`src/rtl/flow_pkg.sv`:
```
package flow_pkg;

    typedef enum logic [2:0] {
        OP_JABS  = 3'd0,
        OP_JREL  = 3'd1,
        OP_JPAIR = 3'd2,
        OP_CALL  = 3'd3,
        OP_RET   = 3'd4,
        OP_RETI  = 3'd5,
        OP_PUSH  = 3'd6,
        OP_POP   = 3'd7
    } xfer_op_e;

    typedef enum logic [2:0] {
        ST_IDLE,
        ST_PUT0,
        ST_PUT1,
        ST_GET0,
        ST_GET1,
        ST_GAP,
        ST_FIN
    } seq_state_e;

    typedef struct packed {
        xfer_op_e op;
        logic     taken;
        logic     flag_pop;
    } job_t;

    // Low-nibble clear applied to a popped flags byte.
    localparam int FLAG_LOW_BITS = 4;

endpackage

```
`src/rtl/flow_cond.sv`:
```
module flow_cond (
    input  logic [2:0] sel,
    input  logic       zf,
    input  logic       cf,
    output logic       ok
);
    always_comb begin
        case (sel)
            3'd1:    ok = cf;
            3'd2:    ok = zf;
            3'd3:    ok = !cf;
            3'd4:    ok = !zf;
            default: ok = 1'b1;
        endcase
    end
endmodule

```
`src/rtl/flow_mem_port.sv`:
```
module flow_mem_port
    import flow_pkg::*;
#(
    parameter int DW = 8
) (
    input  seq_state_e        st,
    input  xfer_op_e          op,
    input  logic [2*DW-1:0]   pc,
    input  logic [2*DW-1:0]   sp,
    input  logic [2*DW-1:0]   pair,
    output logic [2*DW-1:0]   addr,
    output logic              rd,
    output logic              wr,
    output logic [DW-1:0]     wdata
);
    localparam int AW = 2 * DW;
    localparam logic [AW-1:0] ONE = AW'(1);
    localparam logic [AW-1:0] TWO = AW'(2);

    logic [AW-1:0] ret_addr;
    logic          stack_src;

    assign ret_addr  = pc + TWO;
    assign stack_src = (op == OP_RET) || (op == OP_RETI) || (op == OP_POP);

    always_comb begin
        addr  = '0;
        rd    = 1'b0;
        wr    = 1'b0;
        wdata = '0;
        case (st)
            ST_PUT0: begin
                wr = 1'b1;
                if (op == OP_CALL) begin
                    addr  = sp - TWO;
                    wdata = ret_addr[DW-1:0];
                end else begin
                    addr  = sp - ONE;
                    wdata = pair[AW-1:DW];
                end
            end
            ST_PUT1: begin
                wr = 1'b1;
                if (op == OP_CALL) begin
                    addr  = sp - ONE;
                    wdata = ret_addr[AW-1:DW];
                end else begin
                    addr  = sp - TWO;
                    wdata = pair[DW-1:0];
                end
            end
            ST_GET0: begin
                rd   = 1'b1;
                addr = stack_src ? sp : pc;
            end
            ST_GET1: begin
                rd   = 1'b1;
                addr = stack_src ? (sp + ONE) : (pc + ONE);
            end
            default: ;
        endcase
    end
endmodule

```
`src/rtl/flow_seq.sv`:
```
module flow_seq
    import flow_pkg::*;
#(
    parameter int DW = 8
) (
    input  logic              clk,
    input  logic              rst,
    input  logic              start,
    input  logic [2:0]        op,
    input  logic [2:0]        cond,
    input  logic              flag_z,
    input  logic              flag_c,
    input  logic              flags_pair,
    input  logic [2*DW-1:0]   pc_in,
    input  logic [2*DW-1:0]   sp_in,
    input  logic [2*DW-1:0]   pair_in,
    output logic              busy,
    output logic              done,
    output logic [2*DW-1:0]   pc_out,
    output logic [2*DW-1:0]   sp_out,
    output logic [2*DW-1:0]   mem_addr,
    output logic              mem_rd,
    output logic              mem_wr,
    output logic [DW-1:0]     mem_wdata,
    input  logic [DW-1:0]     mem_rdata,
    output logic [2*DW-1:0]   pair_out,
    output logic              pair_we,
    output logic              ie_set
);
    localparam int AW = 2 * DW;
    localparam logic [AW-1:0] ONE = AW'(1);
    localparam logic [AW-1:0] TWO = AW'(2);
    localparam logic [DW-1:0] FLAG_MASK = {{(DW-FLAG_LOW_BITS){1'b1}}, {FLAG_LOW_BITS{1'b0}}};

    seq_state_e    st;
    job_t          job;
    logic [AW-1:0] pc_r, sp_r, pair_r;
    logic [DW-1:0] lo_r;
    logic          cond_ok;
    logic [AW-1:0] rel_target;
    logic [AW-1:0] joined;

    flow_cond u_cond (
        .sel (cond),
        .zf  (flag_z),
        .cf  (flag_c),
        .ok  (cond_ok)
    );

    flow_mem_port #(.DW(DW)) u_port (
        .st    (st),
        .op    (job.op),
        .pc    (pc_r),
        .sp    (sp_r),
        .pair  (pair_r),
        .addr  (mem_addr),
        .rd    (mem_rd),
        .wr    (mem_wr),
        .wdata (mem_wdata)
    );

    assign rel_target = pc_r + ONE + {{DW{mem_rdata[DW-1]}}, mem_rdata};
    assign joined     = {mem_rdata, lo_r};

    always_ff @(posedge clk) begin
        if (rst) begin
            st     <= ST_IDLE;
            job    <= '0;
            pc_r   <= '0;
            sp_r   <= '0;
            pair_r <= '0;
            lo_r   <= '0;
        end else begin
            case (st)
                ST_IDLE: if (start) begin
                    job.op       <= xfer_op_e'(op);
                    job.taken    <= (op == OP_RETI) ? 1'b1 : cond_ok;
                    job.flag_pop <= flags_pair;
                    pc_r         <= pc_in;
                    sp_r         <= sp_in;
                    pair_r       <= pair_in;
                    case (xfer_op_e'(op))
                        OP_JPAIR: begin
                            pc_r <= pair_in;
                            st   <= ST_FIN;
                        end
                        OP_CALL:  st <= cond_ok ? ST_PUT0 : ST_GET0;
                        OP_PUSH:  st <= ST_PUT0;
                        default:  st <= ST_GET0;
                    endcase
                end
                ST_PUT0: st <= ST_PUT1;
                ST_PUT1: begin
                    if (job.op == OP_PUSH) begin
                        sp_r <= sp_r - TWO;
                        st   <= ST_GAP;
                    end else begin
                        st   <= ST_GET0;
                    end
                end
                ST_GET0: begin
                    lo_r <= mem_rdata;
                    if (job.op == OP_JREL) begin
                        pc_r <= job.taken ? rel_target : (pc_r + ONE);
                        st   <= job.taken ? ST_GAP : ST_FIN;
                    end else if (job.op == OP_RET && !job.taken) begin
                        st   <= ST_FIN;
                    end else begin
                        st   <= ST_GET1;
                    end
                end
                ST_GET1: begin
                    case (job.op)
                        OP_RET, OP_RETI: begin
                            pc_r <= joined;
                            sp_r <= sp_r + TWO;
                            st   <= ST_GAP;
                        end
                        OP_POP: begin
                            pair_r <= {mem_rdata, job.flag_pop ? (lo_r & FLAG_MASK) : lo_r};
                            sp_r   <= sp_r + TWO;
                            st     <= ST_FIN;
                        end
                        default: begin
                            if (job.taken) begin
                                pc_r <= joined;
                                if (job.op == OP_CALL)
                                    sp_r <= sp_r - TWO;
                                st   <= ST_GAP;
                            end else begin
                                pc_r <= pc_r + TWO;
                                st   <= ST_FIN;
                            end
                        end
                    endcase
                end
                ST_GAP:  st <= ST_FIN;
                default: st <= ST_IDLE;
            endcase
        end
    end

    assign busy     = (st != ST_IDLE);
    assign done     = (st == ST_FIN);
    assign pc_out   = pc_r;
    assign sp_out   = sp_r;
    assign pair_out = pair_r;
    assign pair_we  = done && (job.op == OP_POP);
    assign ie_set   = done && (job.op == OP_RETI);

    // completion is a single-cycle pulse
    a_r12_done_pulse: assert property (@(posedge clk) disable iff (rst)
        done |=> !done);

    // the two strobes never overlap
    a_r12_strobe_excl: assert property (@(posedge clk) disable iff (rst)
        !(mem_rd && mem_wr));

    // nothing touches memory while the sequencer is idle
    a_r5_idle_quiet: assert property (@(posedge clk) disable iff (rst)
        !busy |-> (!mem_rd && !mem_wr));

    // the second push write lands one byte below the first
    a_r9_push_descends: assert property (@(posedge clk) disable iff (rst)
        (mem_wr && $past(mem_wr) && job.op == OP_PUSH) |-> (mem_addr == $past(mem_addr) - ONE));

    // the second call write lands one byte above the first
    a_r6_call_ascends: assert property (@(posedge clk) disable iff (rst)
        (mem_wr && $past(mem_wr) && job.op == OP_CALL) |-> (mem_addr == $past(mem_addr) + ONE));

    // interrupt-enable request only with completion
    a_r8_ie_with_done: assert property (@(posedge clk) disable iff (rst)
        ie_set |-> done);

    // pair write-back only with completion
    a_r10_we_with_done: assert property (@(posedge clk) disable iff (rst)
        pair_we |-> done);

endmodule

```
`config.mk`:
```
export PLATFORM = sky130hd
export DESIGN_NAME = flow_seq
export DESIGN_NICKNAME = d
export VERILOG_FILES = /design/src/rtl/flow_pkg.sv /design/src/rtl/flow_cond.sv /design/src/rtl/flow_mem_port.sv /design/src/rtl/flow_seq.sv
export SDC_FILE = /design/constraint.sdc
export NUM_CORES = 1
export LEC_CHECK = 0
export ABC_AREA = 1
export ABC_CLOCK_PERIOD_IN_PS = 7500
export BUFFER_PORTS_ARGS = -buffer_cell sky130_fd_sc_hd__buf_2
export CAP_MARGIN = 20
export CORE_MARGIN = 5
export CORE_UTILIZATION = 56
export CTS_CLUSTER_DIAMETER = 50
export DETAILED_ROUTE_END_ITERATION = 6
export HOLD_SLACK_MARGIN = 0.03
export PLACE_DENSITY = 0.81
export SYNTH_ARGS = -nofsm -noshare
export SYNTH_HDL_FRONTEND = slang
export SYNTH_SLANG_ARGS = --single-unit
```
`constraint.sdc`:
```
create_clock -name clk -period 7.5 [get_ports clk]
set_clock_uncertainty 0.05 [all_clocks]
set_input_delay 0.75 -clock clk [delete_from_list [all_inputs] [get_ports clk]]
set_output_delay 0.75 -clock clk [all_outputs]
set_load 0.03 [all_outputs]
```
; After elaboration in Yosys (flattened, before gate mapping)
; Cells that the tools add are included.
[word_totals]
regBits = 64
input_bits = 68
output_inout_bits = 78
word_cells = 101
[op_classes]
addsub = 7
eq_ne = 27
muxes = 38
n_reduce_logical = 21
[op_table]
columns = op, n
row1 = $mux W16, 16
row2 = $pmux W16 S3, 2
row3 = $pmux W16 S2, 2
row4 = $pmux W16 S4, 1
row5 = $add A16 B1 Y16 const B, 2
row6 = $add A16 B2 Y16 const B, 2
row7 = $eq A3 B3 Y1 const B, 10
row8 = $eq A3 B2 Y1 const B, 7
row9 = $pmux W3 S6, 1
row10 = $add A16 B16 Y16, 1
row11 = $mux W8, 2
row12 = $pmux W8 S2, 1
row13 = $sub A16 B1 Y16 const B, 1
row14 = $sub A16 B2 Y16 const B, 1
row15 = $ne A2 B2 Y1 const B, 5
row16 = $eq A3 B1 Y1 const B, 3
row17 = $pmux W3 S3, 1
row18 = $reduce_bool A3 Y1, 3
row19 = $mux W2, 4
row20 = $mux W3, 2
row21 = $ne A3 B3 Y1 const B, 2
row22 = $reduce_or A2 Y1, 3
row23 = $reduce_and A5 Y1, 1
row24 = $mux W4, 1
row25 = 12 further kinds, 19

; Depth between registers and ports, before layout
; Gate-level depths: netlist of run 1.
[logic_depth]
ltp_word = 6
ltp_mapped = 22
ltp_nobuf = 22

; Hierarchy
; A second synthesis of run 1 with hierarchy kept.
[unflattened]
cells_unflattened = 1404
area_unflattened_um2 = 7955.1
[modules_own_cells]
columns = mod, n_inst, cells_per_inst, area_each_um2, seq_area_each_um2
row1 = flow_seq, 1, 914, 5562.8, 1281.2
row2 = flow_mem_port, 1, 478, 2344.7, 0.0
row3 = flow_cond, 1, 12, 47.5, 0.0

; Worst setup path before layout of run 1
; OpenSTA, ideal clock, no wires.
[synth_timing]
kind = register to output
start = reg sp_r[1] (netlist: sp_out[1])
end = out mem_addr[5]
arrival_ns = 2.210
required_time_ns = 6.700
path_slack_ns = 4.490
path_stages_with_launch = 8
path_buffers = 0
path_cell_list = dfxtp_1 -> inv_1 -> ha_1 -> nand2_1 -> inv_1 -> nor2_1 -> a31oi_1 -> o311ai_1
[synth_between]
elab_chain_len = 3
elab_cells_between_ends = 7
classes_between = add/sub (3) / mux (4)
[synth_lines]
columns = element, line_no
row1 = start: declaration, flow_seq.sv:37  ; logic [AW-1:0] pc_r, sp_r, pair_r;
row2 = start signal: assignment, flow_seq.sv:80  ; sp_r <= sp_in;
row3 = start signal: assignment, flow_seq.sv:95  ; sp_r <= sp_r - TWO;
row4 = start signal: assignment, flow_seq.sv:116  ; sp_r <= sp_r + TWO;
row5 = $add A16 B1 Y16 (tied with other cells), flow_mem_port.sv:58  ; addr = stack_src ? (sp + ONE) : (pc + ONE);
row6 = $mux W16 (on tied branches), "flow_mem_port.sv:58, flow_mem_port.sv:34, flow_mem_port.sv:44"
row7 = $pmux W16 S4 *, flow_mem_port.sv:31  ; case (st)
row8 = end: declaration, flow_seq.sv:21  ; output logic [2*DW-1:0] mem_addr,
; Mark *: on every way between the ends. The rest lies on a longest branch, timed or not.

; Final worst setup path of run 1
[layout_timing]
start = reg sp_r[0] (netlist: sp_out[0])
end = out mem_addr[14]
; The elaborated chain is that of the path after synthesis.

==> metrics.csv, run 1 <==
metric,value,unit
setup_viol_count_final,0,
setup_slack,3.60,ns
hpwlAfterDp,22500,um
cts_buffer_depth,2,
critPathMaxStageDelay,0.64,ns
root_buffer,clkbuf_16,
synth.area.top_cells,"dfxtp_1 (18%), nand2_1 (13%), o21ai_0 (8.4%)",
worstRegToRegCells,17,
first_pass_iters,7,
p_per_area,513,nW/um2
start_util,57.2,%
grt_max_degree,62,
arrival,3.10,ns
core_area,12600,um2
yosys_warnings,0,
worstMarginPinSlew,0.880,ns
nets,1400,
grt_pass1_vias,8394,
p_leak,3.96,nW
port_buffers,145,
outcome,completed,
hold_viol,0,
synth_edf_count,0,
io_pins,146,
cp_data_required_time,6.70,ns
syn_area_per_cell,6.00,um2
clk_pin_slew,0.07,ns
critical_path.max_fanout,9,
insertion_delay,0.35,ns
min_from,lo_r[6],
postCtsResizedCells,0,
die_h,124,um
post-route-period-util,52.0,%
max_cap_violations,0,
htreeDepth,3,
synth.cell_area,7220,um2
r2r-end,pc_out[14],
synth-seq-area-share,17.7,%
diodes,0,
syn_inst,1204,
grt-ovfl-total,0,
final_area,8190,um2
cts_tree,yes,
yosysMostFrequentCell,nand2_1,
worstSetupStartpointType,register,
dr_total_vias,9256,
grt.total_usage,38.2,%
routed_via_density,6.24,
pre_cts_ws,4.11,ns
route.detailed.drc,0,
wl_per_cell,20.0,um
slew_viol_final,0,
clkSinkCount,64,
dr.first_iter.drc_count,1146,
cts_inserted_buffers,9,
ys_seq_elements,64,
yosys.area.top_type,dfxtp_1,
timing.fmax,0.256,GHz
postCtsHoldBufs,0,
cts_setup_buffers,0,
crit_path_top_delay_cell,dfxtp_1,
reg2reg_from,pc_out[2],
period_needed,3.90,ns
r2r_setup_slack,4.00,ns
vdd_drop_max,0.240,mV
wl,29700,um
crit_type,register to output port,
area_growth,13.5,%
crit_path_end_kind,output port,
crit_chain,"clkinv_1, ha_1, nand2_1, nor2_1, nand2_1, xor2_1, nor2_1, a211oi_1, nand3_1, buf_2",
antenna_found_initial,0,
synth_top_area_share,17.7,%
placed_area,7860,um2
syn-num-nets,1298,
grt_pass1_wl,44900,um
hold_class,register to register,
async_flop_share,0,%
die_w,124,um
slew_headroom,41.2,%
rows,41,
dieArea,15300,um2
synth_cell_types,57,
finalWeightedCongestion,1.05,
setup-tns-final,0,ns
synthTopCellsByCount,"nand2_1 (252), nor2_1 (145), inv_1 (131), o21ai_0 (121), a21oi_1 (87)",
rsz0062_at_grt,no,
min_path_cells,2,
drive_above_1_share,16.3,%
min_to,lo_r[6],
fill_cells,1263,
postRouteAntennaNets,0,
synth_top_flop_cell,dfxtp_1,
## how the worst max path moves through the flow
| stage | cells after the start | slack (ns) | startpoint | endpoint |
|---|---|---|---|---|
| 3_5_place_dp | 17 | 4.11 | pc_out[1] | pc_out[14] |
| 5_1_grt | 10 | 3.66 | sp_out[0] | mem_addr[14] |
| 4_1_cts | 10 | 3.78 | sp_out[0] | mem_addr[14] |
| 6_report | 10 | 3.60 | sp_out[0] | mem_addr[14] |
| 3_3_place_gp | 10 | 4.09 | sp_out[0] | mem_addr[14] |
| 2_1_floorplan | 7 | 4.49 | sp_out[1] | mem_addr[5] |
## through the flow
stage	hold slack (ns)	cells	utilization, %	total power [W]
CTS	0.424	1483	64.9	0.00410
floorplan	0.389	1204	-	0.00281
detailed placement	0.415	1467	62.3	0.00361
global placement	0.409	1467	62.3	0.00359
finish	0.431	1483	64.9	0.00420
global route	0.468	1483	64.9	0.00444
## cells in the final DEF, fill, tap and decap left out, drive strengths merged, types with 2 or more instances in the layout
| master | instances |
|---|---|
| o211ai | 36 |
| and2 | 2 |
| nor2 | 166 |
| a31oi | 30 |
| dfxtp | 64 |
| ha | 25 |
| a211oi | 7 |
| nor3 | 16 |
| o2111ai | 6 |
| a21o | 4 |
| o221ai | 12 |
| o311ai | 3 |
| a41oi | 2 |
| buf | 148 |
| clkinv | 4 |
| o21ai | 126 |
| a221oi | 3 |
| nand2 | 259 |
| o32ai | 2 |
| clkbuf | 9 |
| or2 | 8 |
| xor2 | 39 |
| o22ai | 4 |
| nand3b | 3 |
| nand3 | 72 |
| inv | 140 |
| nand4 | 8 |
| a21oi | 87 |
| mux2i | 2 |
| a22oi | 6 |
| o21bai | 2 |
| xnor2 | 6 |
| bufinv | 2 |
## report_power, final
| group | switching [W] | internal, W | total, W |
|---|---|---|---|
| Combinational | 0.00209 | 0.000814 | 0.00291 |
| Clock | 0.000190 | 0.000295 | 0.000485 |
| Sequential | 0.000329 | 0.000480 | 0.000809 |
| Total | 0.00261 | 0.00159 | 0.00420 |
## state kept, by name, summed over array words and instances, names as in the netlist
name / flops
job: 5
lo_r: 8
pair_out: 16
pc_out: 16
sp_out: 16
st: 3
## critical path, delay by kind of cell, from the launching register on
family	cells	cell delay [ns]
simple gates	5	0.55
xor+xnor	1	0.27
fa+ha+maj	1	0.38
compound gates	1	0.24
flops	1	0.64
buf+inv	2	0.65
## metal layers
| layer | up-vias | track usage, % | part of all wire (%) |
|---|---|---|---|
| met4 | 0 | 20.5 | 5.8 |
| met2 | 636 | 62.0 | 46 |
| met3 | 155 | 6.40 | 9.9 |
| met5 | - | 0 | 0 |
| met1 | 4194 | 48.2 | 39 |
| li1 | 4271 | - | - |
## layout make-up
type / instances / area, um2 / share of cell area [%]
clock buffers: 9 / 225 / 2.75
clock inverters: 7 / 103 / 1.25
inverters: 140 / 532 / 6.49
multi-input cells: 943 / 5090 / 62.1
flip-flops and latches: 64 / 1280 / 15.6
well taps: 172 / 215 / 2.63
repair buffers: 148 / 748 / 9.13
## cells by family after synthesis
logic type	share of synthesized area, %
AO/OA/AOI/OAI	27.5
XOR/XNOR	5.46
adder cells (fa/ha/maj)	4.61
buffers and inverters	11.8
flip-flops	17.7
multiplexers	0.277
AND/OR/NAND/NOR	32.7
Power figures use the tool's default switching activity.
==> run 2, diff against run 1 <==
--- a/config.mk
+++ b/config.mk
@@ -6,7 +6,7 @@
 export NUM_CORES = 1
 export LEC_CHECK = 0
 export ABC_AREA = 1
-export ABC_CLOCK_PERIOD_IN_PS = 7500
+export ABC_CLOCK_PERIOD_IN_PS = 4000
 export BUFFER_PORTS_ARGS = -buffer_cell sky130_fd_sc_hd__buf_2
 export CAP_MARGIN = 20
 export CORE_MARGIN = 5
==> constraint.sdc (replaced) <==
create_clock -name clk -period 4 [get_ports clk]
set_clock_uncertainty 0.05 [all_clocks]
set_input_delay 0.4 -clock clk [delete_from_list [all_inputs] [get_ports clk]]
set_output_delay 0.4 -clock clk [all_outputs]
set_load 0.03 [all_outputs]
==> run 2 against run 1 <==
  * Cell area rose by 0.47%
  * Clock-buffer cell count rose by 1
  * Critical path type is now register to register
  * Register-to-register slack lost 3.2 ns
  * Critical path depth increased by 7
  * Cell count increased by 0.54%
  * Highest routed layer unchanged
  * Flip-flop and latch count unchanged
==> metrics.csv, run 2 (synthesized netlist as in run 1, its figures left out) <==
metric,value,unit,change
outcome,completed,,
most-common-layout-cells,"nand2_1 (252), nor2_1 (145), buf_2 (145)",,
wl,29700,um,about the same
vdd_drop_max,0.392,mV,+63%
clk_pin_slew,0.06,ns,about the same
crit_chain,"ha_1, nand2_1, nor2_2, nand2_2, nor2_1, nand2_1, xor2_1, inv_1, ha_1, a21oi_1, o21ai_0, a21oi_1, nand2_1, nand2_1, nand3_1, nand2_1, a21oi_1",,
cts_tree,yes,,
die_h,124,um,unchanged
antenna_found_initial,0,,unchanged
crit_top_cell,nand2_1,,
dr.first_iter.drc_count,1214,,+5.9%
routed_via_density,6.18,,-1.0%
finalWeightedCongestion,1.03,,-1.6%
cts_buffer_depth,2,,unchanged
p_leak,3.99,nW,+0.69%
core_area,12600,um2,unchanged
postRouteAntennaNets,0,,unchanged
grt_pass1_wl,45000,um,+0.20%
post-route-period-util,79.7,%,
postCtsResizedCells,0,,unchanged
layout.cells.most_common,nand2_1,,
hpwlAfterDp,22700,um,+0.86%
area_growth,14.0,%,
reg2reg_from,pc_out[1],,
pre_cts_ws,0.895,ns,-3.22 ns
crit_path_top_delay_cell,dfxtp_1,,
grt.total_usage,38.5,%,+0.32 points
cts_inserted_buffers,9,,unchanged
hold_viol,0,,unchanged
htreeDepth,3,,unchanged
period_needed,3.19,ns,
die_w,124,um,unchanged
rows,41,,unchanged
port_buffers,145,,unchanged
nets,1408,,+0.57%
cp-startpoint,pc_out[1],,
p_per_area,952,nW/um2,+86%
timing.fmax,0.314,GHz,
start_util,57.2,%,unchanged
first_pass_iters,5,,-2
placed_area,7920,um2,+0.76%
grt-ovfl-total,0,,unchanged
crit_type,register to register,,
fill_cells,1272,,+0.71%
grt_pass1_vias,8356,,-0.45%
r2r_setup_slack,0.81,ns,-3.19 ns
setup_slack,0.813,ns,-2.79 ns
rsz0062_at_grt,no,,
setup-tns-final,0,ns,unchanged
critPathMaxStageDelay,0.49,ns,-0.15 ns
max_cap_violations,0,,unchanged
min_from,rst,,
dr_total_vias,9213,,-0.46%
slew_viol_final,0,,unchanged
io_pins,146,,unchanged
postCtsHoldBufs,0,,unchanged
root_buffer,clkbuf_16,,
dieArea,15300,um2,unchanged
cp_data_required_time,4.18,ns,-2.52 ns
route.detailed.drc,0,,unchanged
slew_headroom,38.4,%,-2.7 points
grt_max_degree,62,,unchanged
critical_path.max_fanout,8,,-1
worstSetupStartpointType,register,,
fin_cells,1491,,+0.54%
hold_class,input port to register,,
arrival,3.37,ns,+0.27 ns
diodes,0,,unchanged
wl_per_cell,19.9,um,-0.56%
insertion_delay,0.35,ns,about the same
clkSinkCount,64,,unchanged
dp.cells,1475,,+0.55%
crit_path_end_kind,register,,
setup_viol_count_final,0,,unchanged
cts_setup_buffers,0,,unchanged
worstMarginPinSlew,0.921,ns,+0.0410 ns
final_area,8230,um2,+0.47%
drive_above_1_share,16.8,%,+0.51 points
-- run 2: changes by cell type in the layout (fill, tap and decap cells not counted) --
| cell | previous run | this run |
|---|---|---|
| clkbuf_8 | 0 | 1 |
| clkinv_2 | 1 | 2 |
| clkinvlp_4 | 1 | 2 |
| clkinv_4 | 2 | 1 |
| inv_6 | 2 | 1 |
| bufinv_16 | 2 | 1 |
| buf_4 | 3 | 11 |
-- run 2: routing by layer --
| layer | wire (um) | track usage (%) | up-vias |
|---|---|---|---|
| li1 | - | - | 4297 |
| met1 | 11500 | 47.7 | 4166 |
| met2 | 13500 | 63.0 | 606 |
| met3 | 2880 | 6.22 | 144 |
| met4 | 1820 | 22.4 | 0 |
| met5 | 0 | 0 | - |
-- run 2: path summary, 6_finish.rpt --
check / to / cells after the start
worst max-delay path: pc_out[14] / 17
worst min-delay path: job[0] / 2
worst max register to register: pc_out[14] / 17
worst min register to register: lo_r[2] / 2
-- run 2: report_power, final --
group | leakage [nW] | internal, W | total [W] | switching, W
Sequential | 0.529 | 0.000900 | 0.00143 | 0.000529
Clock | 0.145 | 0.000502 | 0.000851 | 0.000349
Combinational | 3.31 | 0.00156 | 0.00556 | 0.00399
-- run 2: through the flow --
stage / util (%) / hold slack (ns) / total power (W)
floorplan: - / 0.389 / 0.00527
global placement: 62.8 / 0.413 / 0.00681
detailed placement: 62.8 / 0.417 / 0.00681
CTS: 65.2 / 0.187 / 0.00767
global route: 65.2 / 0.208 / 0.00834
finish: 65.2 / 0.187 / 0.00784
-- run 2: final cells by class --
| type | instances | area (um2) | share of cell area (%) |
|---|---|---|---|
| inverter | 140 | 532 | 6.46 |
| tap | 172 | 215 | 2.61 |
| timing repair buffer | 156 | 808 | 9.82 |
| clock buffer | 10 | 239 | 2.90 |
| clock inverter | 6 | 67.6 | 0.821 |
| sequential | 64 | 1280 | 15.6 |
| multi-input combinational | 943 | 5090 | 61.8 |
-- run 2: worst max-delay path: cells and delay by family (launching register included) --
kind                       cells  cell delay, ns
and+or+nand+nor                9            0.92
buffers and inverters          1            0.13
adders and majority gates      2            0.61
DFF                            1            0.49
AOI/OAI and AO/OA              4            0.58
xor gates and xnor gates       1            0.30
==> run 3, diff against run 2 <==
--- a/config.mk
+++ b/config.mk
@@ -6,7 +6,7 @@
 export NUM_CORES = 1
 export LEC_CHECK = 0
 export ABC_AREA = 1
-export ABC_CLOCK_PERIOD_IN_PS = 4000
+export ABC_CLOCK_PERIOD_IN_PS = 3100
 export BUFFER_PORTS_ARGS = -buffer_cell sky130_fd_sc_hd__buf_2
 export CAP_MARGIN = 20
 export CORE_MARGIN = 5
==> constraint.sdc (replaced) <==
create_clock -name clk -period 3.1 [get_ports clk]
set_clock_uncertainty 0.05 [all_clocks]
set_input_delay 0.31 -clock clk [delete_from_list [all_inputs] [get_ports clk]]
set_output_delay 0.31 -clock clk [all_outputs]
set_load 0.03 [all_outputs]
==> run 3 against run 2 <==
  * First-iteration DRC count rose by 8.5%
  * Combinational power grew 35%
  * Global-route usage decreased by 0.26 points
  * Via count is essentially flat
  * Clock-buffer cell count shrank 1
  * Wire length is 0.36% higher
  * Non-clock buffer count up 26
  * Clock power up 40%
  * Total power rose by 34%
  * Critical endpoint is now mem_addr[5]
==> metrics.csv, run 3 (synthesized netlist as in run 1, its figures left out) <==
metric,value,unit,change
worstMarginPinSlew,0.703,ns,-0.217 ns
clk_pin_slew,0.06,ns,about the same
antenna_found_initial,0,,unchanged
layout.cells.most_common,nand2_1,,
io_pins,146,,unchanged
outcome,completed,,
area_growth,17.7,%,
slew_headroom,52.9,%,+15 points
worstSetupStartpointType,register,,
nets,1434,,+1.8%
die_h,124,um,unchanged
die_w,124,um,unchanged
first_pass_iters,6,,+1
port_buffers,145,,unchanged
dieArea,15300,um2,unchanged
slew_viol_final,0,,unchanged
rows,41,,unchanged
timing.fmax,0.335,GHz,
most-common-layout-cells,"nand2_1 (251), buf_2 (145), nor2_1 (142)",,
grt-ovfl-total,0,,unchanged
grt.total_usage,38.2,%,-0.26 points
routed_via_density,6.08,,-1.6%
insertion_delay,0.36,ns,about the same
post-route-period-util,96.4,%,
grt_pass1_wl,44600,um,-0.89%
cts_tree,yes,,
min_from,rst,,
setup_slack,0.113,ns,-0.700 ns
route.detailed.drc,0,,unchanged
diodes,0,,unchanged
dr_total_vias,9222,,+0.098%
setup-tns-final,0,ns,unchanged
clkSinkCount,64,,unchanged
wl,29800,um,+0.36%
arrival,2.63,ns,-0.74 ns
crit_type,register to output port,,
setup_viol_count_final,0,,unchanged
hold_class,input port to register,,
p_per_area,1230,nW/um2,+29%
vdd_drop_max,0.561,mV,+43%
htreeDepth,3,,unchanged
rsz0062_at_grt,no,,
postRouteAntennaNets,0,,unchanged
finalWeightedCongestion,1.11,,+8.0%
root_buffer,clkbuf_16,,
crit_path_end_kind,output port,,
critical_path.max_fanout,7,,-1
cp_data_required_time,2.74,ns,-1.44 ns
start_util,57.2,%,unchanged
hpwlAfterDp,23000,um,+1.3%
cts_buffer_depth,2,,unchanged
grt_max_degree,62,,unchanged
cts_inserted_buffers,9,,unchanged
pre_cts_ws,0.211,ns,-0.684 ns
drive_above_1_share,19.4,%,+2.6 points
max_cap_violations,0,,unchanged
reg2reg_from,pc_out[1],,
grt_pass1_vias,8225,,-1.6%
hold_viol,0,,unchanged
cp-startpoint,st[2],,
dr.first_iter.drc_count,1317,,+8.5%
core_area,12600,um2,unchanged
p_leak,4.13,nW,+3.6%
period_needed,2.99,ns,
wl_per_cell,19.6,um,-1.4%
-- run 3: cell count changes in the layout (fill, tap and decap cells not counted), sizes merged --
cell | previous run | this run
clkinvlp | 2 | 1
buf | 156 | 182
clkbuf | 10 | 9
bufinv | 1 | 2
clkinv | 4 | 3
inv | 139 | 141
-- run 3: critical path, cell delays in order (launching register included) --
cell and delay [ns]:
dfxtp_1 0.54, inv_1 0.15, nand2_1 0.28, nor2_4 0.14
nor2_2 0.35, inv_1 0.25, a21oi_1 0.17, o311ai_1 0.16
buf_2 0.22
-- run 3: path summary, 6_finish.rpt --
check	end	slack [ns]	cells past startpoint
setup / recovery	mem_addr[5]	0.11	8
hold reg to reg	lo_r[0]	0.42	2
setup reg to reg	pc_out[14]	0.28	17
hold / removal	job[0]	0.08	2
-- run 3: final cells by class --
cell class | count | area [um2]
clock buffer | 9 | 225
fill | 1253 | 4120
inverter | 140 | 532
multi-input combinational | 943 | 5130
timing repair buffer | 182 | 1000
tap | 172 | 215
clock inverter | 7 | 103
sequential | 64 | 1290
-- run 3: stage by stage --
| stage | instance area (um2) | total power [W] | utilization, % | hold WS [ns] | instances |
|---|---|---|---|---|---|
| 6_report | 8500 | 0.0105 | 67.3 | 0.0804 | 1517 |
| 5_1_grt | 8500 | 0.0111 | 67.3 | 0.0894 | 1517 |
| 4_1_cts | 8440 | 0.0102 | 66.9 | 0.0839 | 1516 |
| 3_5_place_dp | 8110 | 0.00900 | 64.3 | 0.410 | 1500 |
| 3_3_place_gp | 8110 | 0.00896 | 64.3 | 0.412 | 1500 |
| 2_1_floorplan | 7220 | 0.00680 | - | 0.329 | 1204 |
-- run 3: report_power, final --
part	total, W	internal [W]	switching [W]
sequential	0.00178	0.00117	0.000613
clock	0.00119	0.000715	0.000471
combinational	0.00751	0.00222	0.00529
total	0.0105	0.00410	0.00637
-- run 3: repair_timing --
item                                    in CTS  in global routing
resized for setup                            0                 15
hold buffers                                 0                  0
endpoints found under the setup margin       0                 13
setup buffers                                0                  1
-- run 3: metal layers --
metal	GRT usage (%)	part of all wire, %	wire (um)	up-vias
li1	-	-	-	4341
met1	48.4	38	11400	4108
met2	61.2	45	13500	634
met3	8.23	11	3190	139
met4	19.4	5.6	1660	0
met5	0	0	0	-
